$ cat config.mk
export PLATFORM = sky130hd
export DESIGN_NAME = keyed_ctrl_bank
export DESIGN_NICKNAME = d
export VERILOG_FILES = /design/src/rtl/keyed_ctrl_pkg.sv /design/src/rtl/kcb_attr_decode.sv /design/src/rtl/kcb_key_unit.sv /design/src/rtl/kcb_reg_store.sv /design/src/rtl/keyed_ctrl_bank.sv
export SDC_FILE = /design/constraint.sdc
export NUM_CORES = 1
export LEC_CHECK = 0
export BUFFER_PORTS_ARGS = -buffer_cell sky130_fd_sc_hd__buf_2
export CORE_MARGIN = 5
export CORE_UTILIZATION = 55
export CTS_CLUSTER_SIZE = 10
export DETAILED_ROUTE_END_ITERATION = 7
export GPL_ROUTABILITY_DRIVEN = 0
export PLACE_DENSITY_LB_ADDON = 0.08
export REMOVE_ABC_BUFFERS = 1
export SLEW_MARGIN = 20
export SYNTH_ARGS = -nofsm -noshare
export SYNTH_HDL_FRONTEND = slang
export SYNTH_HIERARCHICAL = 1
export SYNTH_SLANG_ARGS = --single-unit
$ cat constraint.sdc
create_clock -name clk -period 3.31 [get_ports clk]
set_clock_uncertainty 0.05 [all_clocks]
set_input_delay 0.662 -clock clk [delete_from_list [all_inputs] [get_ports clk]]
set_output_delay 0.662 -clock clk [all_outputs]
set_load 0.1 [all_outputs]
$ cat src/rtl/keyed_ctrl_pkg.sv
// Shared definitions for the key-locked control bank.
// Holds the word map, the access classes and the reset values.
// Assumes a 16-word map of 32-bit words.
package keyed_ctrl_pkg;

    localparam int WORD_W    = 32;
    localparam int NUM_WORDS = 16;
    localparam int ADDR_W    = $clog2(NUM_WORDS);
    localparam int KEY_W     = 16;

    localparam int A_SECURE  = 0;
    localparam int A_LOCK    = 1;
    localparam int A_UNLOCK  = 2;
    localparam int A_LOCKSTA = 3;
    localparam int A_PLL_A   = 4;
    localparam int A_PLL_B   = 5;
    localparam int A_PLLSTAT = 6;
    localparam int A_CLKCTL  = 7;
    localparam int A_RSTCTL  = 8;
    localparam int A_BOOT    = 9;
    localparam int A_ID      = 10;
    localparam int A_SCRATCH = 11;
    localparam int A_PADCFG  = 12;

    typedef enum logic [1:0] {
        ACC_NONE = 2'd0,
        ACC_RO   = 2'd1,
        ACC_WO   = 2'd2,
        ACC_RW   = 2'd3
    } acc_t;

    typedef logic [NUM_WORDS-1:0][WORD_W-1:0] word_arr_t;

    // Access class of a word offset
    function automatic acc_t word_class(input int idx);
        case (idx)
            A_SECURE, A_PLL_A, A_PLL_B, A_CLKCTL,
            A_RSTCTL, A_SCRATCH, A_PADCFG:      return ACC_RW;
            A_LOCK, A_UNLOCK:                   return ACC_WO;
            A_LOCKSTA, A_PLLSTAT, A_BOOT, A_ID: return ACC_RO;
            default:                            return ACC_NONE;
        endcase
    endfunction

    // Fixed value loaded at reset (or held constant for read-only words)
    function automatic logic [WORD_W-1:0] word_default(input int idx);
        case (idx)
            A_PLL_A, A_PLL_B: return 32'h0001_A008;
            A_PLLSTAT:        return 32'h0000_003F;
            A_CLKCTL:         return 32'h1F00_0400;
            A_BOOT:           return 32'h0000_0001;
            A_PADCFG:         return 32'h0000_1601;
            default:          return '0;
        endcase
    endfunction

endpackage

$ cat src/rtl/kcb_attr_decode.sv
// Offset decoder: turns a word offset into its access class and flags for
// the special offsets. Purely combinational, so it adds no latency.
module kcb_attr_decode
    import keyed_ctrl_pkg::*;
(
    input  logic [ADDR_W-1:0] addr,
    output acc_t              cls,
    output logic              is_lock,
    output logic              is_unlock,
    output logic              is_secure,
    output logic              is_rstctl
);

    // Look up the class and special-offset flags
    always_comb begin
        cls       = word_class(int'(addr));
        is_lock   = (int'(addr) == A_LOCK);
        is_unlock = (int'(addr) == A_UNLOCK);
        is_secure = (int'(addr) == A_SECURE);
        is_rstctl = (int'(addr) == A_RSTCTL);
    end

endmodule

$ cat src/rtl/kcb_key_unit.sv
// Lock state keeper: compares the low key bits written to the lock or
// unlock port against the two keys. It assumes both ports are never
// decoded at once. The lock state resets to locked.
module kcb_key_unit
    import keyed_ctrl_pkg::*;
#(
    parameter logic [KEY_W-1:0] LOCK_KEY   = 16'h767B,
    parameter logic [KEY_W-1:0] UNLOCK_KEY = 16'hDF0D
) (
    input  logic             clk,
    input  logic             rst_n,
    input  logic             wr_en,
    input  logic             is_lock,
    input  logic             is_unlock,
    input  logic [KEY_W-1:0] key,
    output logic             locked
);

    // Update lock state on a matching key write
    always_ff @(posedge clk) begin
        if (!rst_n) begin
            locked <= 1'b1;
        end else if (wr_en && is_lock && key == LOCK_KEY) begin
            locked <= 1'b1;
        end else if (wr_en && is_unlock && key == UNLOCK_KEY) begin
            locked <= 1'b0;
        end
    end

endmodule

$ cat src/rtl/kcb_reg_store.sv
// Word storage: a flop word for each read/write offset, constants for
// read-only offsets, live lock status at its offset and zero elsewhere.
// Assumes we_vec has at most one bit set and already includes the lock
// and class qualification.
module kcb_reg_store
    import keyed_ctrl_pkg::*;
#(
    parameter logic [WORD_W-1:0] ID_VALUE = 32'h1357_2468
) (
    input  logic                 clk,
    input  logic                 rst_n,
    input  logic [NUM_WORDS-1:0] we_vec,
    input  logic [WORD_W-1:0]    wdata,
    input  logic                 locked,
    output word_arr_t            words
);

    for (genvar i = 0; i < NUM_WORDS; i++) begin : g_word
        if (word_class(i) == ACC_RW) begin : g_rw
            // Hold a writable word, loading its default at reset
            always_ff @(posedge clk) begin
                if (!rst_n) begin
                    words[i] <= word_default(i);
                end else if (we_vec[i]) begin
                    words[i] <= wdata;
                end
            end
        end else if (i == A_LOCKSTA) begin : g_lsta
            assign words[i] = {{(WORD_W-1){1'b0}}, locked};
        end else if (i == A_ID) begin : g_id
            assign words[i] = ID_VALUE;
        end else begin : g_const
            assign words[i] = word_default(i);
        end
    end

endmodule

$ cat src/rtl/keyed_ctrl_bank.sv
// Key-locked system control register bank (top).
// Decodes each access, qualifies writes with the lock state, stores the
// words, and registers read data, the error flag and the soft-reset
// request. Assumes wr_en takes priority over a simultaneous rd_en.
module keyed_ctrl_bank
    import keyed_ctrl_pkg::*;
#(
    parameter logic [WORD_W-1:0] ID_VALUE   = 32'h1357_2468,
    parameter logic [KEY_W-1:0]  LOCK_KEY   = 16'h767B,
    parameter logic [KEY_W-1:0]  UNLOCK_KEY = 16'hDF0D
) (
    input  logic              clk,
    input  logic              rst_n,
    input  logic              wr_en,
    input  logic              rd_en,
    input  logic [ADDR_W-1:0] addr,
    input  logic [WORD_W-1:0] wdata,
    output logic [WORD_W-1:0] rdata,
    output logic              err,
    output logic              soft_rst_req
);

    acc_t                 cls;
    logic                 is_lock, is_unlock, is_secure, is_rstctl;
    logic                 locked;
    logic                 wr_ok;
    logic                 rd_now;
    logic [NUM_WORDS-1:0] we_vec;
    logic [WORD_W-1:0]    store_data;
    word_arr_t            words;

    kcb_attr_decode i_dec (
        .addr      (addr),
        .cls       (cls),
        .is_lock   (is_lock),
        .is_unlock (is_unlock),
        .is_secure (is_secure),
        .is_rstctl (is_rstctl)
    );

    kcb_key_unit #(
        .LOCK_KEY   (LOCK_KEY),
        .UNLOCK_KEY (UNLOCK_KEY)
    ) i_key (
        .clk       (clk),
        .rst_n     (rst_n),
        .wr_en     (wr_en),
        .is_lock   (is_lock),
        .is_unlock (is_unlock),
        .key       (wdata[KEY_W-1:0]),
        .locked    (locked)
    );

    // Qualify the write and shape its data
    always_comb begin
        wr_ok      = wr_en && (cls == ACC_RW) && (!locked || is_secure);
        rd_now     = rd_en && !wr_en;
        we_vec     = '0;
        we_vec[addr] = wr_ok;
        store_data = is_secure ? {{(WORD_W-1){1'b0}}, wdata[0]} : wdata;
    end

    kcb_reg_store #(
        .ID_VALUE (ID_VALUE)
    ) i_store (
        .clk    (clk),
        .rst_n  (rst_n),
        .we_vec (we_vec),
        .wdata  (store_data),
        .locked (locked),
        .words  (words)
    );

    // Register the read response, the error flag and the reset request
    always_ff @(posedge clk) begin
        if (!rst_n) begin
            rdata        <= '0;
            err          <= 1'b0;
            soft_rst_req <= 1'b0;
        end else begin
            if (rd_now) begin
                rdata <= words[addr];
            end
            err <= (wr_en && !(cls == ACC_RW || cls == ACC_WO)) ||
                   (rd_now && !(cls == ACC_RW || cls == ACC_RO));
            soft_rst_req <= wr_ok && is_rstctl && wdata[0];
        end
    end

endmodule

# == Word level (Yosys, flattened, before mapping) ==
# Memory sizes are Yosys's and may differ from the RTL's.
# Index checks and enable logic that the tools add are counted.
# word_totals
reg_bits,259
rom_bits,32
out_inout_bits,34
elab_cells,51
n_memories,1
# memory_table
memory,depth,width,rd,rd_clocked_by_memory_dff,write_ports,line_no,rtl
(name not given),16,2,1,0,0,keyed_ctrl_pkg.sv:36,case (idx)
# op_classes
magnitude_cmp,2
eq_ne,8
mux,5
n_bitwise,2
reduce_logical,22
# ops
operator,n
binary-select mux 32 bit (select 4 bit),1
two-way mux 32 bit,2
equality test 16 x 15 -> 1 bit (second input constant),1
equality test 16 bit (second input constant),1
bitwise AND 13 bit,1
logical AND 1 bit,12
less-than comparator 4 x 5 -> 1 bit (second input constant),1
demux 1 bit (select 4 bit),1
equality test 2 bit (second input constant),2
equality test 4 x 2 -> 1 bit (second input constant),1
equality test 4 x 3 -> 1 bit (second input constant),1
equality test 4 bit (second input constant),1
greater-or-equal comparator 4 x 1 -> 1 bit (second input constant),1
zero test 1 bit,4
zero test 4 bit,1
logical OR 1 bit,4
equality test 2 x 1 -> 1 bit (second input constant),1
OR reduction 2 bit,1
two-way mux 1 bit,1
NOT 1 bit,1

# == Longest topological paths before layout ==
# Gate-level depths: netlist of run 1.
# An unclocked memory read counts as a cell.
# depth
depth_word,6
depth_mapped,12

# == Cells and area by module ==
# The synthesis of run 1 kept the hierarchy.
# modules_own_cells
module,instances,cells_each,area_per_inst_um2
kcb_reg_store,1,1015,10961.8
keyed_ctrl_bank,1,523,5651.7
kcb_attr_decode,1,18,152.6
kcb_key_unit,1,13,102.6

# == Least setup slack after synthesis of run 1 ==
# Ideal clock, no wire load.
# synth_timing
path_kind,in2reg
from,input addr[0]
to,register i_store/words[10] (netlist bit)
setup_ns,0.116
arrival_time_ns,2.448
t_required_ns,3.144
setup_slack_ns,0.696
stages,11
path_buffers,2
cell_sequence,inv_1 ha_1 nor3b_1 inv_1 a21oi_1 nand2_1 nor3_1 buf_6 buf_12 mux2i_1 nor2b_1
# synth_via
word_cells_on_any_way,13
# synth_lines
item,line_no,rtl
from (decl),keyed_ctrl_bank.sv:16,"input logic [ADDR_W-1:0] addr,"
zero test 4 bit,kcb_attr_decode.sv:19,is_secure = (int'(addr) == A_SECURE);
net is_secure,keyed_ctrl_bank.sv:24,"logic is_lock, is_unlock, is_secure, is_rstctl;"
logical OR 1 bit,keyed_ctrl_bank.sv:56,wr_ok = wr_en && (cls == ACC_RW) && (!locked || is_secure);
logical AND 1 bit,keyed_ctrl_bank.sv:56,
bitwise AND 13 bit (no line),-,
net we_vec[0],keyed_ctrl_bank.sv:28,logic [NUM_WORDS-1:0] we_vec;
"to (signal, indexed assignment)",kcb_reg_store.sv:23,words[i] <= word_default(i);
"to (signal, indexed assignment)",kcb_reg_store.sv:25,words[i] <= wdata;
to (decl),kcb_reg_store.sv:15,output word_arr_t words
# The timed path passes the listed nets, and every way through them passes these cells.
# A chain may end at the register's enable or synchronous reset.

# == Worst setup path in the final report of run 1 ==
# layout_timing
from,input addr[0]
to,register i_store/words[25] (netlist bit)
# layout_via
elab_chain_cells,5
word_cells_on_any_way,13
# layout_rtl
item,line_no,rtl
memory read (16 x 2 bit),-,
net cls[0],keyed_ctrl_bank.sv:23,acc_t cls;
equality test 2 bit,keyed_ctrl_bank.sv:56,
logical AND 1 bit (2 in a row),keyed_ctrl_bank.sv:56,
bitwise AND 13 bit (no line),-,
net we_vec[0],keyed_ctrl_bank.sv:28,
# The timed path passes the listed nets, and every way through them passes these cells.

==> results.txt, run 1 <==
Summing over every cut layer, the via total after detailed routing is approximately 10000. In this run the remaining antenna-violating nets after routing total 0. The net switching power figure is 1.88 mW.

The biggest fanout along the worst timing path came out at 18. The total inserted antenna cells came out at 0. The transition at the pin with the smallest max-transition slack came out at about 0.9 ns.

The number of filler instances in the final layout is 2784. The non-filler instance count after layout came out at between 1500 and 2000. The initial antenna violation count is 0.

The post-cts gate resize count is 0. Once layout is complete, the utilization of the core stands at 0.552. Of the cells placed in the final design, the portion with a size suffix greater than 1 is 0.152.

The average cell area after synthesis came out at between 10 and 15 um^2. The detailed placement HPWL came out at 21.0 mm. The total wire length after detailed routing came out at between 30 and 40 mm. The hold buffer count at cts is 0.

The critical path is of the in -> reg type. The library cells used most frequently in the layout, excluding fill and tap cells, are mux2i_1, conb_1, dfxtp_1. The worst path required time came out at 3.70 ns. The number of clock buffers added by TritonCTS is 31. The reported max-cap violation count is 0. The standby leakage power came out at 6.21 nW. The portion of total power attributed to sequential cells came out at 0.447.

After detailed routing, the average wire length per cell comes to approximately 17 um. The run finished with clean final reports. The worst setup path is launched from an input pin. STA classifies the critical path endpoint as a register. TritonCTS built the clock tree. The detailed router finished its first iteration with between 300 and 400 violations.

The total overflow left after global routing is 0. The y dimension of the die came out at around 180 um. The total DRC errors in the routed layout came out at 0. The area of the mapped netlist is 0.0168 mm^2. From synthesis to final layout, the design area changed by -0.0894%. The number of buffers and inverters on the critical path is 4. Broken down by cell family, the worst path's largest delay share belongs to simple AND/OR/NAND/NOR gates. In the finished design, the share of the clock period the worst path needs comes to 0.789. The number of endpoints with negative hold slack in the final report is 0. The site row count came out at 64. The CTS clock-pin slew for the worst setup and hold paths came out at 0.05 ns. The area used by sequential logic in the layout is around 0.0052 mm^2. Walking the worst path, the cells encountered are buf_2 > inv_1 > ha_1 > and3b_2 > a21oi_1 > nand3_1 > a21oi_1 > nand2_1 > buf_4 > nor3_2 > buf_12 > mux2i_1 > nor2b_1. Power spread over the standard cell area amounts to 421 mW/mm^2. The final net count is roughly 1600.

The share of total power dissipated in combinational logic is 0.134. The signal arrival time at the worst endpoint came out at ~3.0 ns. Yosys printed 6 warnings. The library cell used most frequently in the layout, excluding fill and tap cells, is mux2i_1. The number of global-route vias before repair came out at 10100.

The number of placed cells counting well taps is between 1500 and 2000. The die area came out at 0.0342 mm^2. The number of optimization iterations in the first detailed-route pass is 5. Entering global routing, the biggest net connects 100 pins. The core region is 0.0304 mm^2.

The minimum clock period is 2.61 ns. The final design area excluding fillers came out at ~0.017 mm^2. The cell count after synthesis is 1559. Based on the critical path, the design can be clocked at up to 383 MHz. The quantity of I/O buffers inserted on ports is 73. The share of total power in the clock network came out at 0.419. The design internal power came out at approximately 5.2 mW. The number of vias per cell after detailed routing is between 5 and 6. The deepest clock path buffer count is 3. The total cell area at the placement stage is 0.0160 mm^2.

The final-report setup violation count is 0. The setup TNS after final layout came out at 0 ns. The horizontal extent of the die came out at 185 um.

The headroom to the max-slew limit is 0.397. In this run the post-CTS setup repair buffer count came out at 0. The max-slew violation total from the final report is 0. Setup repair after global routing left no endpoint under its margin. The initial utilization of the core area, before any placement, comes to 0.553.

The maximum single-stage delay on the critical path came out at 0.31 ns. The number of top-level pins came out at 74. The worst hold slack is ~0.34 ns. The largest voltage drop on the vdd net came out at between 0.0003 and 0.0004 V. The number of H-tree branching levels came out at 1. The tightest min-delay check is of the in -> reg type. The clock root buffer is clkbuf_16.

The area of the multi-input gates came out at roughly 0.0094 mm^2. The fraction of power spent switching nets came out at 0.265. The latest clock arrival within the worst-skew pair is 0.55 ns.

Among the stages of the critical path, the cell type that occurs most often is a21oi_1. The total clock sinks came out at 259. The slowest cell on the critical path is a21oi_1. The combined global-route utilization of all metal layers came out at 0.205. The first-pass GRT wire length came out at between 50 and 60 mm.
[worst paths after layout]
kind                                          from            endpoint  slack [ns]  cells past startpoint
worst min register to register  i_store/words[384]  i_store/words[384]        0.42                      2
worst max register to register        i_key/locked   i_store/words[25]        1.37                      7
worst max-delay path                       addr[0]   i_store/words[25]        0.70                     13
worst min-delay path                         rd_en                 err        0.34                      3
[metal layers]
metal  share of wire  routed length (um)  GRT usage  vias to the layer above
met5               0                   0          0                        -
met4           0.015                 527     0.0396                        0
met3           0.031                1090     0.0222                       37
met2            0.49               16900      0.359                      130
met1            0.47               16300      0.278                     4847
li1                -                   -          -                     4957
[layout make-up]
class / instances / area share
multi-input cells: 1176 / 0.559
flip-flops and latches: 259 / 0.308
inverters: 7 / 0.00156
well taps: 396 / 0.0295
clock inverters: 2 / 0.000819
repair buffers: 108 / 0.0511
clock buffers: 42 / 0.0492
[state kept, by name, indices dropped and copies added, names as in the netlist]
name / count
i_store/words: 224
rdata: 32
err: 1
i_key/locked: 1
soft_rst_req: 1
[power by group through the flow]
stage	clock, mW	sequential (mW)	combinational (mW)
6_report	2.96	3.16	0.948
5_1_grt	3.19	3.16	1.03
4_1_cts	3.07	3.16	0.951
3_5_place_dp	0	3.23	0.947
3_3_place_gp	0	3.23	0.947
2_1_floorplan	0	3.42	0.427
[worst reg2reg max path, delay by kind of cell, from the launching register on]
kind,cells,cell delay [ns]
buffers and inverters,2,0.44
AO/OA/AOI/OAI,1,0.33
multiplexers,1,0.22
flip-flops,1,0.33
AND/OR/NAND/NOR,3,0.46
[through the flow]
step	worst slack (ns)	power (mW)
global placement	0.214	4.18
detailed placement	0.163	4.18
floorplan	-3.60	3.85
finish	0.699	7.07
CTS	0.736	7.18
global route	0.503	7.38
Power figures use the tool's default switching activity.
==> inputs of run 2 (changes only) <==
==> constraint.sdc (replaced) <==
create_clock -name clk -period 2.55 [get_ports clk]
set_clock_uncertainty 0.05 [all_clocks]
set_input_delay 0.51 -clock clk [delete_from_list [all_inputs] [get_ports clk]]
set_output_delay 0.51 -clock clk [all_outputs]
set_load 0.1 [all_outputs]
==> run 2 against run 1 <==
Die area unchanged. Sequential cell count unchanged. Largest cell class unchanged. Utilization increased by 0.92 points. Critical path type unchanged. Critical endpoint is now i_store/words[380]. Worst setup slack got worse by 0.47 ns. Sequential power increased by 30%.
==> results.txt, run 2 (synthesis gave the netlist of run 1 again) <==
The flow ran to the end, and the final reports show no timing, DRC or antenna violations. In this run the worst setup path begins at addr[0]. The number of endpoints with negative hold slack in the final report is 0 (unchanged). The number of H-tree branching levels came out at 1 (unchanged).

The max-slew violation total from the final report is 0 (unchanged). The site row count came out at 64 (unchanged). The die area is 0.0342 mm^2 (unchanged).

The area of the multi-input gates is 0.00941 mm^2 (about the same). The effective utilization at floorplan is 0.553 (unchanged). The number of optimization iterations in the first detailed-route pass is 4 (-1).

The signal on the critical path passes through buf_2 > inv_1 > ha_1 > and3b_2 > a21oi_1 > nand3_1 > a21oi_2 > nand3_1 > nor2_4 > buf_12 > mux2i_1 > nor2b_1. The non-filler instance count after layout is 2015 (+1.3%). The worst hold path belongs to the class in -> reg. The power density normalized to cell area came out at 543 mW/mm^2 (+29%). The slowest stage of the critical path belongs to the cell a21oi_2.

In this run the most critical hold path is launched from rd_en. The deepest clock path buffer count is 3 (unchanged). The worst path required time was 2.94 ns (-0.76 ns). The buffer count from post-CTS setup fixing is 0 (unchanged). The transition at the pin with the smallest max-transition slack is 0.966 ns (+0.0626 ns). The total DRC errors in the routed layout came out at 0 (unchanged). The number of design-rule violations left by the first detailed-router iteration came out at 372 (+6.3%). The clock period could shrink to 2.32 ns.

In the final layout, the registers with the most flip-flops are i_store/words: 224 flops, rdata: 32 flops. The signed area change from the synthesized netlist to the final layout came out at 1.58%. The number of filler instances in the final layout was 2777 (-0.25%). The number of routed nets with antenna violations came out at 0 (unchanged). The final design utilization came out at 0.562 (+0.00921).

The number of flip-flops under the largest register name is 224 (unchanged). The clock root buffer is clkbuf_16. The design internal power is 6.81 mW (+31%). The largest voltage drop on the vdd net came out at 0.000499 V (+52%). The worst hold slack is 0.187 ns (-0.151 ns).

The combined global-route utilization of all metal layers came out at 0.207 (+0.00193). Setup repair after global routing left no endpoint under its margin. The final-report setup violation count is 0 (unchanged). The number of placed cells counting well taps was 1968 (+1.1%).

The number of vias per cell after detailed routing came out at 5.01 (about the same). The cell family contributing the most delay on the critical path is simple AND/OR/NAND/NOR gates. The count of vias placed by the detailed router is 10100 (+1.3%). The number of buffers and inverters on the critical path is 3 (-1). In the finished design, the share of the clock period the worst path needs comes to 0.909. The maximum single-stage delay on the critical path came out at 0.25 ns (-0.06 ns). The maximum number of pins on one net before global-route repair is 101 (+1.0%). The most numerous cell type found on the critical path is nand3_1. The CTS clock-pin slew for the worst setup and hold paths came to 0.06 ns (about the same). The combinational fraction of design power is 0.137 (+0.003). The final net count is 1650 (+1.4%).

The horizontal extent of the die came out at 185 um (unchanged). The startpoint of the most critical register-to-register path is i_key/locked. The net switching power figure is 2.47 mW (+32%). The post-route total power came out at 9.28 mW (+31%). The number of top-level pins came out at 74 (unchanged).

The share of cells above drive strength 1 came out at 0.165 (+0.0126). The setup TNS after final layout came to 0 ns (unchanged). The total clock sinks came to 259 (unchanged). The detailed placement HPWL is 21.8 mm (+3.4%).

The reported max-cap violation count came out at 0 (unchanged). TritonCTS built the clock tree. The top cell types in the final layout, fill and taps aside, are mux2i_1, conb_1, dfxtp_1. The initial antenna violation count came out at 1 (+1). The fraction of power spent switching nets came out at 0.266 (+0.000694). The portion of total power attributed to sequential cells came out at 0.442 (-0.005).

The signal arrival time at the worst endpoint came out at 2.71 ns (-0.29 ns). The share of total power in the clock network was 0.421 (+0.002). The total CTS buffers was 31 (unchanged). The headroom to the max-slew limit is 0.356 (-0.0411).

For this run, the top clock speed supported by timing is 431 MHz. The class of the most critical setup path is in -> reg. The total wire length after detailed routing is 35.2 mm (+1.2%). The area used by sequential logic in the layout came out at 0.00518 mm^2 (unchanged). The placeable core area came out at 0.0304 mm^2 (unchanged). The library cell used most frequently in the layout, excluding fill and tap cells, is mux2i_1. The total grt overflow came to 0 (unchanged). The post-detailed-route wirelength per cell came to 17.5 um (about the same).

The latest clock arrival within the worst-skew pair came out at 0.55 ns (about the same). The type of origin of the critical path is an input pin. The standby leakage power is 6.35 nW (+2.4%). STA classifies the critical path endpoint as a register. The biggest fanout along the worst timing path is 23 (+5). The y dimension of the die is 185 um (unchanged). The quantity of I/O buffers inserted on ports came to 73 (unchanged). The first-pass GRT wire length is 57.0 mm (+2.1%). Counting flops per register, the top entry is i_store/words. The number of global-route vias before repair is 10300 (+2.0%).
[run 2: through the flow]
stage / instance area (um^2) / setup slack, ns
after floorplan: 14500 / -4.21
after global placement: 16200 / -0.348
after detailed placement: 16200 / -0.426
after CTS: 17100 / 0.126
after global routing: 17100 / 0.0183
final: 17100 / 0.232
[run 2: final timing paths]
check,slack [ns],endpoint,cells past startpoint
setup / recovery,0.23,i_store/words[380],12
hold / removal,0.19,err,3
setup reg to reg,0.71,i_store/words[380],6
hold reg to reg,0.42,i_store/words[173],2
[run 2: cell type report]
class,count,share of cell area
Timing Repair Buffer,130,0.0651
Sequential cell,259,0.303
Antenna cell,1,0.000146
Inverter,7,0.00154
Clock buffer,44,0.0494
Multi-Input combinational cell,1176,0.550
Clock inverter,2,0.00103
Tap cell,396,0.0290
[run 2: repair_timing]
item	CTS	global route
hold buffers	0	0
resized for setup	0	1
setup endpoints to repair	0	151
[run 2: worst register-to-register path, stage by stage (launching register included)]
cell	delay (ns)
dfxtp_1	0.35
a21oi_2	0.28
nand3_1	0.23
nor2_4	0.22
buf_12	0.25
mux2i_1	0.27
nor2b_1	0.07
[run 2: power by group through the flow]
stage          logic [mW]  registers (mW)  clock network, mW
3_3_place_gp         1.26            4.19                  0
4_1_cts              1.27            4.11               4.01
3_5_place_dp         1.27            4.19                  0
5_1_grt              1.37            4.11               4.19
2_1_floorplan       0.554            4.44                  0
6_report             1.27            4.11               3.91
[run 2: routing by layer]
| layer | routed length, um | vias to the layer above | global-route usage |
|---|---|---|---|
| met5 | 0 | - | 0 |
| met4 | 670 | 0 | 0.0388 |
| met3 | 973 | 38 | 0.0222 |
| met2 | 16700 | 113 | 0.354 |
| met1 | 16900 | 4959 | 0.288 |
| li1 | - | 4994 | - |
